$ cat src/rtl/esense_pkg.sv
package esense_pkg;
    typedef enum logic [2:0] {
        ST_IDLE,
        ST_PREP,
        ST_OPS,
        ST_SINK,
        ST_DONE
    } esense_state_t;
endpackage

$ cat src/rtl/esense_opcount.sv
module esense_opcount #(
    parameter int N_SHORT = 32,
    parameter int N_LONG  = 64
) (
    input  logic clk,
    input  logic rst_n,
    input  logic clear,
    input  logic enable,
    input  logic op_in,
    input  logic long_sel,
    output logic reached
);
    localparam int CW = $clog2(N_LONG + 1);

    logic          op_q;
    logic [CW-1:0] cnt_q;
    logic [CW-1:0] target;
    logic          rise;

    always_comb begin
        target  = long_sel ? CW'(N_LONG) : CW'(N_SHORT);
        rise    = op_in & ~op_q;
        reached = enable & rise & (cnt_q == target - 1'b1);
    end

    always_ff @(posedge clk or negedge rst_n) begin
        if (!rst_n) begin
            op_q  <= 1'b0;
            cnt_q <= '0;
        end else begin
            op_q <= op_in;
            if (clear)
                cnt_q <= '0;
            else if (enable && rise)
                cnt_q <= cnt_q + 1'b1;
        end
    end


    op_bound_chk: assert property (@(posedge clk) disable iff (!rst_n)
        enable |-> (cnt_q < target));
endmodule

$ cat src/rtl/esense_droop.sv
module esense_droop #(
    parameter int CNT_W = 6
) (
    input  logic             clk,
    input  logic             rst_n,
    input  logic             clear,
    input  logic             enable,
    input  logic             cmp_in,
    output logic [CNT_W-1:0] cnt,
    output logic             saturate,
    output logic             finish
);
    localparam logic [CNT_W-1:0] CNT_MAX = '1;

    logic [CNT_W-1:0] cnt_q;

    always_comb begin
        cnt      = cnt_q;
        saturate = enable & cmp_in & (cnt_q == CNT_MAX);
        finish   = enable & ~cmp_in;
    end

    always_ff @(posedge clk or negedge rst_n) begin
        if (!rst_n)
            cnt_q <= '0;
        else if (clear)
            cnt_q <= '0;
        else if (enable && cmp_in && (cnt_q != CNT_MAX))
            cnt_q <= cnt_q + 1'b1;
    end


    droop_sat_chk: assert property (@(posedge clk) disable iff (!rst_n)
        (enable && cnt_q == CNT_MAX) |=> (cnt_q == CNT_MAX));
endmodule

$ cat src/rtl/energy_sense_ctrl.sv
module energy_sense_ctrl
    import esense_pkg::*;
#(
    parameter int REF_W   = 7,
    parameter int CNT_W   = 6,
    parameter int N_SHORT = 32,
    parameter int N_LONG  = 64
) (
    input  logic                   clk,
    input  logic                   rst_n,
    input  logic                   sense_req,
    input  logic                   n_sel,
    input  logic                   op_done,
    input  logic                   cmp_in,
    input  logic [REF_W-1:0]       ref_code,
    output logic                   conv_dis,
    output logic                   sink_en,
    output logic [REF_W+CNT_W-1:0] est,
    output logic                   est_valid,
    output logic                   est_ovf
);
    localparam int               EST_W   = REF_W + CNT_W;
    localparam logic [CNT_W-1:0] CNT_MAX = '1;

    esense_state_t    state_q, state_d;
    logic [REF_W-1:0] ref_q;
    logic             long_q;
    logic             ovf_seen_q;
    logic [EST_W-1:0] est_q;
    logic             valid_q;
    logic             ovf_q;

    logic             cnt_clear, ops_en;
    logic             ops_reached;
    logic [CNT_W-1:0] droop_cnt;
    logic             droop_sat, droop_fin;

    esense_opcount #(.N_SHORT(N_SHORT), .N_LONG(N_LONG)) u_opcount (
        .clk      (clk),
        .rst_n    (rst_n),
        .clear    (cnt_clear),
        .enable   (ops_en),
        .op_in    (op_done),
        .long_sel (long_q),
        .reached  (ops_reached)
    );

    esense_droop #(.CNT_W(CNT_W)) u_droop (
        .clk      (clk),
        .rst_n    (rst_n),
        .clear    (cnt_clear),
        .enable   (sink_en),
        .cmp_in   (cmp_in),
        .cnt      (droop_cnt),
        .saturate (droop_sat),
        .finish   (droop_fin)
    );

    always_ff @(posedge clk or negedge rst_n) begin
        if (!rst_n)
            state_q <= ST_IDLE;
        else
            state_q <= state_d;
    end

    always_comb begin
        state_d = state_q;
        unique case (state_q)
            ST_IDLE: if (sense_req) state_d = ST_PREP;
            ST_PREP: state_d = ST_OPS;
            ST_OPS:  if (ops_reached) state_d = ST_SINK;
            ST_SINK: if (droop_fin || droop_sat) state_d = ST_DONE;
            ST_DONE: state_d = ST_IDLE;
            default: state_d = ST_IDLE;
        endcase
    end

    always_comb begin
        conv_dis  = 1'b1;
        sink_en   = 1'b0;
        cnt_clear = 1'b0;
        ops_en    = 1'b0;
        unique case (state_q)
            ST_IDLE: conv_dis  = 1'b0;
            ST_PREP: cnt_clear = 1'b1;
            ST_OPS:  ops_en    = 1'b1;
            ST_SINK: sink_en   = 1'b1;
            ST_DONE: ;
            default: conv_dis  = 1'b0;
        endcase
    end

    always_ff @(posedge clk or negedge rst_n) begin
        if (!rst_n) begin
            ref_q      <= '0;
            long_q     <= 1'b0;
            ovf_seen_q <= 1'b0;
            est_q      <= '0;
            valid_q    <= 1'b0;
            ovf_q      <= 1'b0;
        end else begin
            if (state_q == ST_IDLE && sense_req) begin
                ref_q  <= ref_code;
                long_q <= n_sel;
            end
            if (cnt_clear)
                ovf_seen_q <= 1'b0;
            else if (droop_sat)
                ovf_seen_q <= 1'b1;
            valid_q <= (state_q == ST_DONE);
            if (state_q == ST_DONE) begin
                est_q <= EST_W'(droop_cnt) * EST_W'(ref_q);
                ovf_q <= ovf_seen_q;
            end
        end
    end

    assign est       = est_q;
    assign est_valid = valid_q;
    assign est_ovf   = ovf_q;


    sink_only_disabled_chk: assert property (@(posedge clk) disable iff (!rst_n)
        sink_en |-> conv_dis);


    disable_before_sink_chk: assert property (@(posedge clk) disable iff (!rst_n)
        $rose(sink_en) |-> $past(conv_dis));


    valid_single_chk: assert property (@(posedge clk) disable iff (!rst_n)
        est_valid |=> !est_valid);


    busy_req_ignored_chk: assert property (@(posedge clk) disable iff (!rst_n)
        (sense_req && state_q != ST_IDLE) |=> (state_q != ST_PREP));


    ovf_value_chk: assert property (@(posedge clk) disable iff (!rst_n)
        (est_valid && est_ovf) |-> (est == EST_W'(CNT_MAX) * EST_W'(ref_q)));
endmodule

$ cat config.mk
export PLATFORM = sky130hd
export DESIGN_NAME = energy_sense_ctrl
export DESIGN_NICKNAME = d
export VERILOG_FILES = /design/src/rtl/esense_pkg.sv /design/src/rtl/esense_opcount.sv /design/src/rtl/esense_droop.sv /design/src/rtl/energy_sense_ctrl.sv
export SDC_FILE = /design/constraint.sdc
export NUM_CORES = 1
export LEC_CHECK = 0
export CORE_UTILIZATION = 45
export CTS_CLUSTER_DIAMETER = 60
export DETAILED_ROUTE_END_ITERATION = 8
export PLACE_DENSITY = 0.74
export SYNTH_ARGS = -nofsm -noshare
export SYNTH_HDL_FRONTEND = slang
export SYNTH_SLANG_ARGS = --single-unit
$ cat constraint.sdc
create_clock -name clk -period 7 [get_ports clk]
set_input_delay 1.4 -clock clk [delete_from_list [all_inputs] [get_ports clk]]
set_output_delay 1.4 -clock clk [all_outputs]
set_load 0.01 [all_outputs]
==> summary.md <==
| Metric | Value |
|---|---|
| Status | finished with violations |
| Failing checks | DRC |
| Syn Area/Cell | 9.50 um^2 |
| Met1 Use GR | 23.0% |
| Synth Area in Compound Gates | 6.69% |
| IO Port Bufs | 29 |
| R2R Path End | est[12] |
| Worst Path Max Fanout | 12 |
| Detail-routed via count per cell | 5.12 |
| RSZ-0062 raised after global routing | no |
| WL per Instance | 13.0 um |
| Layout cells sized above 1 | 7.20% |
| Die X | 84.6 um |
| Simple-gate share of the synthesized area | 21.7% |
| Ys flop type | dfrtp_1 |
| Chip height | 84.6 um |
| Met3 usage | 3.74% |
| Async SR Flop Fraction | 100% |
| Syn_nets | 380 |
| Fin. Hold Viols | 0 |
| Mux cell area share after synthesis | 3.92% |
| Hold_buf cts | 0 |
| IO Pins | 30 |
| Synth top area share | 33.4% |
| Initial Utilization | 47.5% |
| Post-CTS Setup Bufs | 0 |
| Synth area leaders | dfrtp_1 33%, fa_1 14%, ha_1 9.4% |
| Worst Path Required | 7.19 ns |
| Number of H-tree levels | 2 |
| Crit path cell chain | and2_1, fa_1, inv_1, fa_1, fa_1, inv_1, ha_1, a21oi_1, o21ai_1, and4_1, or3_1 |
| ANT nets after route | 0 |
| Worst EP arrival | 4.00 ns |
| Clock Latency Late Sink | 0.30 ns |
| Row count | 29 |
| Slew headroom | 39.6% |
| Largest family of logic cells by synthesized area | adder cells |
| Worst hold start | est[3] |
| Largest net degree at the start of global routing | 42 |
| Synth cell types | 43 |
| Final period util | 54.5% |
| CTS tree | yes |
| Hold EP | est[3] |
| Diodes inserted | 0 |
| CTS Buf Count | 5 |
| Met2 usage | 28.5% |
| Adder-cell share of the synthesized area | 23.1% |
| Clock-pin transition on the worst setup and hold timing paths | 0.09 ns |
| First-pass GRT wire length | 9.93 mm |
| Initial antenna violation count | 0 |
| Startpoint types | flop |
| Grt peak-use layer | met2 |
| Synth warnings | 0 |
| First drt pass iteration count | 6 |
| Mapped Cells | 323 |
| Synth Area in XOR/XNOR | 4.57% |
| # setup viols final | 0 |
| Total track usage | 17.3% |
| Hold Path Class | reg -> reg |
| Cell family with most CP delay | adder cells |
| Fill cells | 606 |
| Dpl hpwl | 4.20 mm |
| Post-synth top cells | 42 x nand2_1, 41 x dfrtp_1, 37 x inv_1, 31 x and2_1, 23 x ha_1 |
| Dpl cell area | 3390 um^2 |
| Crit path capture type | flop |
| Die area | 7150 um^2 |
| Bufs on Longest Clock Path | 2 |
| Fin Setup TNS | 0 ns |
| Most instantiated library cell after synthesis | nand2_1 |
| Cell depth of the worst hold path | 2 |
| Core area | 6460 um^2 |
| Dpl ws | 3.19 ns |
| Clk sinks | 41 |
| Min Tclk post-route | 3.81 ns |
| Number of global-route vias before repair | 2205 |
| Maximum vdd drop | 0.000161 V |
| CP max stage cell | fa_1 |
| WP buf/inv | 2 |
| Root Buffer | clkbuf_8 |
| Via Count | 2171 |
| Fin area | 3500 um^2 |
| Final wirelength | 5.51 mm |
| Post-route setup slack | 3.19 ns |
| Post-synth EDFFs | 0 |
| Largest stage delay, worst path | 0.55 ns |
| Sequential area share after synthesis | 33.4% |
| Max-slew violation count | 0 |
| Most Frequent Cell on Critical Path | fa_1 |
| Reg2Reg Setup Slack | 3.19 ns |
| Yosys top cell by area | dfrtp_1 |
| Reg2reg path depth | 11 |
| Nets | 403 |
| Resized Gates After CTS | 0 |
| Highest Clock Rate | 262 MHz |
| Layout area overhead | 14.2% |
| RD Place Congestion | 0.819 |
| Clock Skew | 0.0115 ns |
| Worst Tran Pin Value | 0.906 ns |
| Pwr dens | 266 nW/um^2 |
| Gr ovfl total | 0 |
| Static leakage | 0.00172 uW |
| Synthesized flop and latch total | 41 |
| # DRC | 9 |
| R2R Path Start | u_droop.cnt[2] |
| Cell area after synthesis | 3070 um^2 |
| Max Cap Viol | 0 |
| Worst setup path class | reg -> reg |
| Initial drt markers | 145 |
-- sequential cells by signal, summed over array words and instances (netlist names) --
signal / flops
est: 13
est_ovf: 1
u_opcount.op_q: 1
u_droop.cnt: 6
ovf_seen_q: 1
est_valid: 1
u_opcount.cnt_q: 7
ref_q: 7
long_q: 1
state_q: 3
-- kinds of logic after synthesis --
group | count (synthesis)
and+or+nand+nor | 128
buffers and inverters | 51
adders and majority gates | 44
muxes | 11
xor gates and xnor gates | 16
DFF | 41
AOI/OAI and AO/OA | 32
-- cells in the final DEF, fill, tap and decap left out, types with 2 or more instances in the layout --
cell	count
nand3_1	4
xor2_1	8
a21oi_1	9
o21ai_0	8
nor2_1	22
nand2b_1	3
clkdlybuf4s50_1	28
dfrtp_1	41
mux2_2	8
and3_1	4
fa_1	21
nand4_1	5
o31ai_1	2
inv_1	37
nand2_1	42
a31oi_1	3
clkbuf_8	5
and2_1	31
a21o_1	2
o211ai_1	2
ha_1	23
o21a_1	2
xnor2_1	8
mux2i_1	3
nor3_1	5
-- routing by layer --
layer,share of wire [%],wire length (um)
met4,1.8,99
met3,3.7,205
met2,47,2580
met1,48,2620
met5,0,0
-- worst reg2reg max path, delay by kind of cell, from the launching register on --
family	cells	cell delay [ns]
buf+inv	2	0.09
fa+ha+maj	4	1.87
simple gates	3	0.79
flops	1	0.51
compound gates	2	0.44
-- through the flow --
step	hold slack, ns	instances	total power, uW	util [%]
floorplan	0.439	323	624	-
global placement	0.459	416	720	52.5
detailed placement	0.465	416	742	52.5
CTS	0.484	424	944	54.2
global route	0.504	424	1010	54.2
finish	0.480	424	932	54.2
-- cell type report --
class	count	area, um^2	area share (%)
multi-input cells	231	1840	52.5
clock inverters	3	46.3	1.32
inverters	38	143	4.07
repair buffers	29	285	8.14
well taps	77	96.3	2.75
clock buffers	5	68.8	1.96
flip-flops and latches	41	1030	29.3
-- worst max path at each step --
stage | startpoint | end | slack, ns | cells after the start
3_5_place_dp | u_droop.cnt[2] | est[12] | 3.19 | 11
2_1_floorplan | u_droop.cnt[2] | est[12] | 3.43 | 12
4_1_cts | u_droop.cnt[2] | est[12] | 3.17 | 11
5_1_grt | u_droop.cnt[2] | est[12] | 3.02 | 11
3_3_place_gp | u_droop.cnt[2] | est[12] | 3.27 | 11
6_report | u_droop.cnt[2] | est[12] | 3.19 | 11
-- power by group --
part	internal, uW	switching [uW]	total (uW)
sequential	295	91.6	387
combinational	175	174	349
clock	107	89.7	197
Note: power is estimated with default switching activity, not from simulation.
